<file path="config.mk">
export PLATFORM = sky130hd
export DESIGN_NAME = dfa_field_adder
export DESIGN_NICKNAME = d
export VERILOG_FILES = /design/src/rtl/dfa_pkg.sv /design/src/rtl/dfa_addr_dec.sv /design/src/rtl/dfa_digit_alu.sv /design/src/rtl/dfa_status.sv /design/src/rtl/dfa_ctrl.sv /design/src/rtl/dfa_field_adder.sv
export SDC_FILE = /design/constraint.sdc
export NUM_CORES = 1
export LEC_CHECK = 0
export ABC_AREA = 1
export BUFFER_PORTS_ARGS = -buffer_cell sky130_fd_sc_hd__buf_2
export CAP_MARGIN = 20
export CORE_MARGIN = 3
export CORE_UTILIZATION = 26
export DETAILED_ROUTE_END_ITERATION = 8
export GPL_TIMING_DRIVEN = 0
export REMOVE_ABC_BUFFERS = 1
export SYNTH_ARGS = -nofsm -noshare
export SYNTH_HDL_FRONTEND = slang
export SYNTH_SLANG_ARGS = --single-unit
</file>
<file path="constraint.sdc">
create_clock -name clk -period 5.5 [get_ports clk]
set_input_delay 1.1 -clock clk [delete_from_list [all_inputs] [get_ports clk]]
set_output_delay 1.1 -clock clk [all_outputs]
set_load 0.005 [all_outputs]
</file>
<file path="src/rtl/dfa_pkg.sv">
package dfa_pkg;
  localparam int WORD_W = 5;

  typedef struct packed {
    logic       flag;
    logic [3:0] val;
  } dword_t;

  typedef enum logic [3:0] {
    S_IDLE, S_RD_P, S_WT_P, S_RD_Q, S_WT_Q, S_WR,
    S_RC_RD, S_RC_WT, S_RC_WR, S_FIN
  } dfa_state_e;
endpackage

</file>
<file path="src/rtl/dfa_addr_dec.sv">
module dfa_addr_dec #(
  parameter int ADDR_W    = 15,
  parameter int MEM_DEPTH = 20000
) (
  input  logic [ADDR_W-1:0] addr_in,
  output logic [ADDR_W-1:0] addr_out
);
  localparam logic [ADDR_W-1:0] TOP = ADDR_W'(MEM_DEPTH - 1);
  generate
    if (MEM_DEPTH == (1 << ADDR_W)) begin : g_pow2
      assign addr_out = addr_in - 1'b1;
    end else begin : g_wrap
      assign addr_out = (addr_in == '0) ? TOP : addr_in - 1'b1;
    end
  endgenerate
endmodule

</file>
<file path="src/rtl/dfa_digit_alu.sv">
module dfa_digit_alu (
  input  logic [3:0] a,
  input  logic [3:0] b,
  input  logic       cin,
  input  logic       comp_b,
  output logic [3:0] sum,
  output logic       cout,
  output logic       a_bad,
  output logic       b_bad
);
  logic [3:0] a_n, b_n, b_e;
  logic [4:0] raw;

  always_comb begin
    a_bad = (a > 4'd9);
    b_bad = (b > 4'd9);
    a_n   = a_bad ? 4'd0 : a;
    b_n   = b_bad ? 4'd0 : b;
    b_e   = comp_b ? (4'd9 - b_n) : b_n;
    raw   = {1'b0, a_n} + {1'b0, b_e} + {4'd0, cin};
    cout  = (raw >= 5'd10);
    sum   = cout ? 4'(raw - 5'd10) : raw[3:0];
  end
endmodule

</file>
<file path="src/rtl/dfa_status.sv">
module dfa_status (
  input  logic clk,
  input  logic rst_n,
  input  logic busy,
  input  logic done,
  input  logic start_acc,
  input  logic fin_set,
  input  logic fin_zero,
  input  logic fin_sign,
  input  logic ovf_set,
  input  logic err_set,
  output logic ind_pos,
  output logic ind_zero,
  output logic ind_ovf,
  output logic err
);
  always_ff @(posedge clk or negedge rst_n) begin
    if (!rst_n) begin
      ind_pos  <= 1'b0;
      ind_zero <= 1'b0;
      ind_ovf  <= 1'b0;
      err      <= 1'b0;
    end else begin
      if (start_acc) begin
        ind_pos  <= 1'b1;
        ind_zero <= 1'b1;
      end else if (fin_set) begin
        ind_pos  <= !fin_zero && !fin_sign;
        ind_zero <= fin_zero;
      end
      if (ovf_set) ind_ovf <= 1'b1;
      if (err_set) err <= 1'b1;
    end
  end

  p_ovf_sticky_r5: assert property (@(posedge clk) disable iff (!rst_n)
    ind_ovf |=> ind_ovf);
  p_err_sticky_r11: assert property (@(posedge clk) disable iff (!rst_n)
    err |=> err);
  p_ind_preset_r7: assert property (@(posedge clk) disable iff (!rst_n)
    (busy && !done) |-> (ind_pos && ind_zero));
  p_ind_excl_r7: assert property (@(posedge clk) disable iff (!rst_n)
    !busy |-> !(ind_pos && ind_zero));
endmodule

</file>
<file path="src/rtl/dfa_ctrl.sv">
module dfa_ctrl
  import dfa_pkg::*;
#(
  parameter int ADDR_W    = 15,
  parameter int MEM_DEPTH = 20000
) (
  input  logic              clk,
  input  logic              rst_n,
  input  logic              start,
  input  logic              op_sub,
  input  logic [ADDR_W-1:0] p_addr,
  input  logic [ADDR_W-1:0] q_addr,
  output logic              busy,
  output logic              done,
  output logic              mem_req_valid,
  input  logic              mem_req_ready,
  output logic              mem_req_we,
  output logic [ADDR_W-1:0] mem_req_addr,
  output logic [WORD_W-1:0] mem_req_wdata,
  input  logic              mem_rsp_valid,
  input  logic [WORD_W-1:0] mem_rsp_data,
  output logic              start_acc,
  output logic              fin_set,
  output logic              fin_zero,
  output logic              fin_sign,
  output logic              ovf_set,
  output logic              err_set
);
  localparam int NPTR = 2;

  dfa_state_e        state;
  logic [ADDR_W-1:0] ptr    [NPTR];
  logic [ADDR_W-1:0] ptr_m1 [NPTR];
  logic [ADDR_W-1:0] units_addr;
  dword_t            p_word, q_word;
  logic              units, q_end, carry, comp_r, sign_p, op_sub_r, nz;

  genvar gi;
  generate
    for (gi = 0; gi < NPTR; gi++) begin : g_ptr
      dfa_addr_dec #(.ADDR_W(ADDR_W), .MEM_DEPTH(MEM_DEPTH)) u_dec (
        .addr_in (ptr[gi]),
        .addr_out(ptr_m1[gi])
      );
    end
  endgenerate

  logic       in_rc, comp_now, p_last, q_top, q_longer;
  logic [3:0] alu_a, alu_b, alu_sum;
  logic       alu_cin, alu_comp, alu_cout, a_bad, b_bad;
  logic       req_acc, wr_acc, rc_acc, res_nz;

  always_comb begin
    in_rc    = (state == S_RC_WR);
    comp_now = units ? (op_sub_r ^ (p_word.flag != q_word.flag)) : comp_r;
    p_last   = p_word.flag && !units;
    q_top    = q_word.flag && !units;
    q_longer = !q_end && !q_top;
    alu_a    = in_rc ? 4'd0 : p_word.val;
    alu_b    = in_rc ? p_word.val : q_word.val;
    alu_comp = in_rc ? 1'b1 : comp_now;
    alu_cin  = in_rc ? carry : (units ? comp_now : carry);
  end

  dfa_digit_alu u_alu (
    .a(alu_a), .b(alu_b), .cin(alu_cin), .comp_b(alu_comp),
    .sum(alu_sum), .cout(alu_cout), .a_bad(a_bad), .b_bad(b_bad)
  );

  always_comb begin
    mem_req_valid = 1'b0;
    mem_req_we    = 1'b0;
    mem_req_addr  = ptr[0];
    mem_req_wdata = '0;
    unique case (state)
      S_RD_P, S_RC_RD: mem_req_valid = 1'b1;
      S_RD_Q: begin
        mem_req_valid = !q_end;
        mem_req_addr  = ptr[1];
      end
      S_WR: begin
        mem_req_valid = 1'b1;
        mem_req_we    = 1'b1;
        mem_req_wdata = {p_word.flag, alu_sum};
      end
      S_RC_WR: begin
        mem_req_valid = 1'b1;
        mem_req_we    = 1'b1;
        mem_req_wdata = {units ? !p_word.flag : p_word.flag, alu_sum};
      end
      default: ;
    endcase
    req_acc = mem_req_valid && mem_req_ready;
    wr_acc  = (state == S_WR) && req_acc;
    rc_acc  = (state == S_RC_WR) && req_acc;
    res_nz  = nz || (alu_sum != 4'd0);
  end

  always_comb begin
    busy      = (state != S_IDLE);
    done      = (state == S_FIN);
    start_acc = (state == S_IDLE) && start;
    ovf_set   = wr_acc && p_last && ((!comp_now && alu_cout) || q_longer);
    err_set   = wr_acc && (a_bad || b_bad);
    fin_set   = 1'b0;
    fin_zero  = !res_nz;
    fin_sign  = sign_p;
    if (wr_acc && p_last && !(comp_now && !alu_cout)) fin_set = 1'b1;
    if (rc_acc && p_last) begin
      fin_set  = 1'b1;
      fin_sign = !sign_p;
    end
  end

  always_ff @(posedge clk or negedge rst_n) begin
    if (!rst_n) begin
      state      <= S_IDLE;
      ptr[0]     <= '0;
      ptr[1]     <= '0;
      units_addr <= '0;
      p_word     <= '0;
      q_word     <= '0;
      units      <= 1'b0;
      q_end      <= 1'b0;
      carry      <= 1'b0;
      comp_r     <= 1'b0;
      sign_p     <= 1'b0;
      op_sub_r   <= 1'b0;
      nz         <= 1'b0;
    end else begin
      unique case (state)
        S_IDLE: if (start) begin
          ptr[0]     <= p_addr;
          ptr[1]     <= q_addr;
          units_addr <= p_addr;
          op_sub_r   <= op_sub;
          units      <= 1'b1;
          q_end      <= 1'b0;
          nz         <= 1'b0;
          state      <= S_RD_P;
        end
        S_RD_P: if (req_acc) state <= S_WT_P;
        S_WT_P: if (mem_rsp_valid) begin
          p_word <= mem_rsp_data;
          state  <= S_RD_Q;
        end
        S_RD_Q: if (q_end || req_acc) state <= S_WT_Q;
        S_WT_Q: begin
          if (q_end) begin
            q_word <= '0;
            state  <= S_WR;
          end else if (mem_rsp_valid) begin
            q_word <= mem_rsp_data;
            state  <= S_WR;
          end
        end
        S_WR: if (req_acc) begin
          carry  <= alu_cout;
          nz     <= res_nz;
          units  <= 1'b0;
          ptr[0] <= ptr_m1[0];
          ptr[1] <= ptr_m1[1];
          if (q_top) q_end <= 1'b1;
          if (units) begin
            comp_r <= comp_now;
            sign_p <= p_word.flag;
          end
          if (!p_last) begin
            state <= S_RD_P;
          end else if (comp_now && !alu_cout) begin
            ptr[0] <= units_addr;
            units  <= 1'b1;
            carry  <= 1'b1;
            nz     <= 1'b0;
            state  <= S_RC_RD;
          end else begin
            state <= S_FIN;
          end
        end
        S_RC_RD: if (req_acc) state <= S_RC_WT;
        S_RC_WT: if (mem_rsp_valid) begin
          p_word <= mem_rsp_data;
          state  <= S_RC_WR;
        end
        S_RC_WR: if (req_acc) begin
          carry  <= alu_cout;
          nz     <= res_nz;
          units  <= 1'b0;
          ptr[0] <= ptr_m1[0];
          state  <= p_last ? S_FIN : S_RC_RD;
        end
        S_FIN:   state <= S_IDLE;
        default: state <= S_IDLE;
      endcase
    end
  end

  p_req_hold_r10: assert property (@(posedge clk) disable iff (!rst_n)
    (mem_req_valid && !mem_req_ready) |=> (mem_req_valid && $stable(mem_req_addr)
      && $stable(mem_req_we) && $stable(mem_req_wdata)));
  p_rsp_expected_r10: assert property (@(posedge clk) disable iff (!rst_n)
    mem_rsp_valid |-> (state == S_WT_P || state == S_WT_Q || state == S_RC_WT));
  p_start_ignored_r12: assert property (@(posedge clk) disable iff (!rst_n)
    (busy && start) |=> $stable(units_addr));
  p_digit_range_r3: assert property (@(posedge clk) disable iff (!rst_n)
    (mem_req_valid && mem_req_we) |-> (mem_req_wdata[3:0] <= 4'd9));
  p_rc_after_comp_r4: assert property (@(posedge clk) disable iff (!rst_n)
    (state == S_RC_RD) |-> comp_r);
  p_done_pulse_r9: assert property (@(posedge clk) disable iff (!rst_n)
    done |=> (!done && !busy));
endmodule

</file>
<file path="src/rtl/dfa_field_adder.sv">
module dfa_field_adder #(
  parameter int ADDR_W    = 15,
  parameter int MEM_DEPTH = 20000
) (
  input  logic              clk,
  input  logic              rst_n,
  input  logic              start,
  input  logic              op_sub,
  input  logic [ADDR_W-1:0] p_addr,
  input  logic [ADDR_W-1:0] q_addr,
  output logic              busy,
  output logic              done,
  output logic              mem_req_valid,
  input  logic              mem_req_ready,
  output logic              mem_req_we,
  output logic [ADDR_W-1:0] mem_req_addr,
  output logic [4:0]        mem_req_wdata,
  input  logic              mem_rsp_valid,
  input  logic [4:0]        mem_rsp_data,
  output logic              ind_pos,
  output logic              ind_zero,
  output logic              ind_ovf,
  output logic              err
);
  logic start_acc, fin_set, fin_zero, fin_sign, ovf_set, err_set;

  dfa_ctrl #(.ADDR_W(ADDR_W), .MEM_DEPTH(MEM_DEPTH)) u_ctrl (
    .clk, .rst_n, .start, .op_sub, .p_addr, .q_addr, .busy, .done,
    .mem_req_valid, .mem_req_ready, .mem_req_we, .mem_req_addr, .mem_req_wdata,
    .mem_rsp_valid, .mem_rsp_data,
    .start_acc, .fin_set, .fin_zero, .fin_sign, .ovf_set, .err_set
  );

  dfa_status u_status (
    .clk, .rst_n, .busy, .done, .start_acc, .fin_set, .fin_zero, .fin_sign,
    .ovf_set, .err_set, .ind_pos, .ind_zero, .ind_ovf, .err
  );
endmodule

</file>
; After elaboration in Yosys (flattened, before gate mapping)
; Index checks and enable logic that the tools add are counted.
[totals]
regBits = 70
latch_bits = 0
ram_bits = 0
rom_bits = 0
output_inout_bits = 28
wordCells = 167
n_memories = 0
[op_classes]
addsub = 6
mul = 0
div = 0
n_lt_le_gt_ge = 3
n_eq_ne = 20
shift = 0
muxes = 67
bitwise = 1
n_reduce_logical = 51
[op_table]
columns = operator, n
row1 = two-way mux 15 bit, 6
row2 = two-way mux 4 bit, 19
row3 = two-way mux 30 bit, 2
row4 = one-hot mux 15 bit (3 select lines), 1
row5 = one-hot mux 4 bit (9 select lines), 1
row6 = logical NOT 15 bit, 2
row7 = one-hot mux 15 bit (2 select lines), 1
row8 = "subtractor 15 x 1 -> 15 bit, second input constant", 2
row9 = two-way mux 1 bit, 29
row10 = "== test 4 x 3 -> 1 bit, second input constant", 4
row11 = logical AND 1 bit, 15
row12 = logical NOT 1 bit, 10
row13 = two-way mux 5 bit, 2
row14 = "!= test 2 x 1 -> 1 bit, second input constant", 5
row15 = one-hot mux 5 bit (2 select lines), 1
row16 = AND reduction 3 bit, 3
row17 = AND reduction 9 bit, 1
row18 = "== test 4 x 2 -> 1 bit, second input constant", 2
row19 = "== test 4 bit, second input constant", 2
row20 = "> comparator 4 bit, second input constant", 2
row21 = "!= test 2 bit, second input constant", 4
row22 = AND reduction 4 bit, 2
row23 = nonzero test 2 bit, 4
row24 = nonzero test 4 bit, 2
row25 = other kinds (17), 26

; Logic depth before layout (Yosys ltp)
[logic_depth]
depth_word = 17
mapped_depth = 24
mapped_depth_nobuf = 24

; Cells and area by module
; A second synthesis with hierarchy kept.
[hier_totals]
hier_cells = 799
hier_area_um2 = 5353.9
[by_module_without_submodules]
columns = mod, n_inst, cells_per_inst, area_per_inst_um2, seq_area_each_um2
row1 = dfa_ctrl, 1, 502, 3757.4, 1651.6
row2 = dfa_addr_dec, 2, 107, 523.0, 0.0
row3 = dfa_digit_alu, 1, 67, 395.4, 0.0
row4 = dfa_status, 1, 16, 155.1, 100.1

; Worst setup path after synthesis
; Ideal clock, no wire load.
[synth_path]
path_type = reg-to-output
start = register u_ctrl.state[1]
end = output port mem_req_wdata[1]
t_arrival_ns = 3.196
required_ns = 4.400
path_slack_ns = 1.204
stages_incl_launch_ff = 21
cell_sequence = dfrtp_1 -> buf_6 -> nor2_4 -> nand3_4 -> o21ai_1 -> inv_1 -> o21ai_1 -> o211ai_1 -> xor2_1 -> fa_1 -> fa_1 -> inv_1 -> nand2_1 -> and2_1 -> ha_1 -> nand2_1 -> nand3_2 -> nand2_2 -> nand2_1 -> nand2_1 -> nor2_1
[synth_via]
elab_chain_len = 11
word_cells_on_any_way = 18
classes_between = 4 x add/sub / 3 x order compare / 2 x eq/ne / 9 x mux
[synth_rtl]
columns = element, line_no
row1 = from (decl), dfa_ctrl.sv:31  ; dfa_state_e state;
row2 = from (signal assigned), dfa_ctrl.sv:190  ; state <= p_last ? S_FIN : S_RC_RD;
row3 = == test 4 bit, "dfa_ctrl.sv:54, dfa_ctrl.sv:75"
row4 = two-way mux 4 bit, dfa_ctrl.sv:60  ; alu_b = in_rc ? p_word.val : q_word.val;
row5 = > comparator 4 bit, dfa_digit_alu.sv:16  ; b_bad = (b > 4'd9);
row6 = two-way mux 4 bit, dfa_digit_alu.sv:18  ; b_n = b_bad ? 4'd0 : b;
row7 = subtractor 4 bit, dfa_digit_alu.sv:19  ; b_e = comp_b ? (4'd9 - b_n) : b_n;
row8 = two-way mux 4 bit, dfa_digit_alu.sv:19
row9 = adder 4 x 4 -> 5 bit, dfa_digit_alu.sv:20  ; raw = {1'b0, a_n} + {1'b0, b_e} + {4'd0, cin};
row10 = adder 5 x 1 -> 5 bit, dfa_digit_alu.sv:20
row11 = subtractor 4 bit or greater-or-equal comparator 5 x 4 -> 1 bit (tied branches), "dfa_digit_alu.sv:22, dfa_digit_alu.sv:21"
row12 = two-way mux 4 bit, dfa_digit_alu.sv:22  ; sum = cout ? 4'(raw - 5'd10) : raw[3:0];
row13 = one-hot mux 5 bit (2 select lines) (*), dfa_ctrl.sv:75  ; unique case (state)
row14 = to (decl), dfa_field_adder.sv:17  ; output logic [4:0] mem_req_wdata,
; Mark *: on every way between the ends. The rest lies on a longest branch, timed or not.

; Worst setup path in the final report
; Same ends and word-level chain as after synthesis.

==> results.yml <==
status:
  status: "finished clean"
cells_and_area:
  mostFrequentLayoutCells: "nand2_1, inv_1, nand3_1, dfrtp_1, buf_2"
  area_growth_pct: 18.3
  layout-drive-gt1-share_pct: 16.9
  num-fill-cells: 1966
  diodes: 0
  layout_commonest_cell: "nand2_1"
  nets: 787
  final_core_util_pct: 31.6
logic_synthesis:
  syn_inst: 672
  synth_edf_count: 0
  syn_area_sq_um: 4830
  yosysWarnings: 0
  synthTopCellsByArea: "dfrtp_1, nand2_1, nand3_1"
  post-synth-top-area-fraction_pct: 36.3
  postSynthAreaPerCell_sq_um: 7.19
  synth_seq_area_share_pct: 36.3
  ys.flop_type: "dfrtp_1"
  ys_async_sr_fraction_pct: 100
  ys_types: 50
  ys_ff_latch: 70
  synth_top_area_cell: "dfrtp_1"
worst_setup_path:
  cp-end-kind: "output pin"
  crit_chain: "nor2_4 -> nand3_4 -> nand2_1 -> o21ai_0 -> o21ai_1 -> o211ai_1 -> xor2_1 -> fa_1 -> fa_1 -> inv_1 -> nand2_1 -> and2_1 -> ha_1 -> nand2_1 -> nand3_2 -> nand2_2 -> nand2_1 -> nand2_1 -> nor2_1 -> buf_2"
  cp.arrival_ns: 4.09
  cp-start-kind: "flip-flop"
  cpMaxStageDelayCell: "dfrtp_1"
  crit_required_ns: 4.40
  worstPathMaxFanout: 9
  critPathTopFamily: "simple AND/OR/NAND/NOR gates"
  critical_path_class: "flip-flop to output pin"
  path_common_cell: "nand2_1"
  crit_buf_inv: 2
  slowest_delay_ns: 0.50
floorplan:
  core_region_area_sq_um: 18100
  die_w_microns: 142
  dieArea_sq_um: 20200
  io_pins: 69
  rows: 49
  die_h_microns: 142
  start_util_pct: 26.7
sta:
  fin_worst_skew_ns: 0.00674
  slew_headroom_pct: 42.7
  fin_setup_tns_ns: 0
  maxSlewViolCount: 0
  hold_viol_final: 0
  fin_crit_ns: 5.19
  max_freq_mhz: 193
  worstMarginPinSlew_ns: 0.858
  rsz0062_at_grt: "no"
  period_share_pct: 94.4
  setup_viol: 0
grt:
  grt_pass1_vias: 4345
  grt_usage_pct: 13.9
  overflow: 0
  antenna_found_initial: 0
  grt_pass1_wl_mm: 22.3
  grt_max_degree: 39
placement:
  numPortBuffers: 68
  dp_hpwl_mm: 10.1
  gp_congestion: 0.831
route:
  viasPerCell: 4.79
  wirelength_mm: 13.9
  drt-wirelength-per-cell_microns: 14.4
  drcViolationCount: 0
  drt_iter0_markers: 290
  dr.pass1.iters: 5
  num_vias: 4646
  drtAntennaViolNets: 0
flow_run:
  drv_cap: 0
power:
  static-leakage-power_nw: 2.82
  p_sw_mw: 2.00
  peakVddDrop_uv: 335
  clockPowerShare_pct: 17.3
  swShare_pct: 49.7
  power_density_nw_per_um2: 706
  combinationalPowerShare_pct: 59.3
  p_int_mw: 2.03
  seqPwrFrac_pct: 23.5
clock_network:
  worstSkewPairLatency_ns: 0.34
  cts_tree: "done"
  clkSlewWorstSetupHoldPaths_ns: 0.06
  cts_inserted_buffers: 9
  numClockSinks: 70
  h-tree-depth: 3
  clk_path_buf_depth: 2
  clock-root-buffer: "clkbuf_16"
hold_path:
  min-delay-path-class: "flip-flop to flip-flop"
final timing paths:
kind	from	endpoint	slack, ns	cells past startpoint
max	u_ctrl.state[1]	mem_req_wdata[1]	0.31	20
min	u_status.err	u_status.err	0.48	1
max reg2reg	u_ctrl.state[1]	u_ctrl.ptr[29]	1.38	20
min reg2reg	u_status.err	u_status.err	0.48	1
max in group asynchronous	rst_n	u_ctrl.q_word[0]	4.20	2
min in group asynchronous	rst_n	u_ctrl.units_addr[10]	0.72	1
cells by family after synthesis:
| family | count (synthesis) | synth area share (%) |
|---|---|---|
| simple gates | 335 | 31.7 |
| compound gates | 131 | 15.4 |
| buf+inv | 107 | 10.1 |
| flops | 70 | 36.3 |
| xor+xnor | 18 | 3.27 |
| fa+ha+maj | 10 | 2.90 |
| mux | 1 | 0.233 |
worst reg2reg max path, delay by kind of cell, from the launching register on:
kind,cells,cell delay (ns)
and+or+nand+nor,12,1.71
adders and majority gates,3,1.03
AOI/OAI and AO/OA,4,0.61
DFF,1,0.50
xor gates and xnor gates,1,0.18
cells in the mapped netlist, types with 4 or more instances:
master and count:
o21ai_2 4, nand2_2 5, o211ai_1 6, nor2_1 58, buf_6 7, nand2_1 166, nand3_1 73, clkbuf_1 5
inv_2 5, nor3_1 10, nand2_4 4, o21ai_0 61, ha_1 8, o22ai_1 6, xor2_1 17, dfrtp_1 70
a31oi_1 5, a21oi_1 29, o21ai_1 11, buf_2 5, inv_1 80
per-stage QoR:
| stage | area (sq um) | setup WS, ns | std cells | hold WS (ns) | power [mW] |
|---|---|---|---|---|---|
| 2_1_floorplan | 4670 | 1.12 | 652 | 0.448 | 2.65 |
| 3_3_place_gp | 5300 | 0.589 | 949 | 0.466 | 3.29 |
| 3_5_place_dp | 5340 | 0.560 | 951 | 0.467 | 3.33 |
| 4_1_cts | 5690 | 0.168 | 967 | 0.482 | 4.05 |
| 5_1_grt | 5710 | 0.00379 | 970 | 0.498 | 4.43 |
| 6_report | 5710 | 0.307 | 970 | 0.477 | 4.03 |
metal layers:
layer / global-route usage, % / share of wire [%]
met1: 19.0 / 47
met4: 3.28 / 1.1
met2: 21.8 / 46
met3: 3.86 / 6.3
met5: 0 / 0
state kept, by name, indices dropped and copies added (netlist names):
name and cells:
u_status.ind_pos 1, u_ctrl.state 4, u_ctrl.comp_r 1, u_ctrl.ptr 30, u_ctrl.units_addr 15, u_ctrl.op_sub_r 1, u_ctrl.nz 1, u_status.ind_zero 1
u_status.ind_ovf 1, u_ctrl.units 1, u_ctrl.q_end 1, u_ctrl.sign_p 1, u_ctrl.q_word 5, u_ctrl.carry 1, u_ctrl.p_word 5, u_status.err 1
repair_timing:
item / in CTS / in global routing
gates resized for setup: 0 / 1
hold buffers: 0 / 0
setup endpoints to repair: 0 / 2
buffers inserted: 0 / 3
cell type report:
| type | instances | area [sq um] | area share (%) |
|---|---|---|---|
| inverters | 87 | 332 | 5.80 |
| flip-flops and latches | 70 | 1750 | 30.7 |
| repair buffers | 73 | 400 | 7.01 |
| clock buffers | 13 | 260 | 4.55 |
| multi-input cells | 495 | 2590 | 45.4 |
| clock inverters | 3 | 90.1 | 1.58 |
| well taps | 229 | 287 | 5.01 |
power by group through the flow:
stage	Sequential [mW]	Clock (mW)	Combinational, mW
after detailed placement	0.949	0	2.38
after global placement	0.946	0	2.34
after floorplan	0.902	0	1.75
after CTS	0.944	0.710	2.40
final	0.946	0.697	2.39
after global routing	0.977	0.737	2.72
Power figures use the tool's default switching activity.
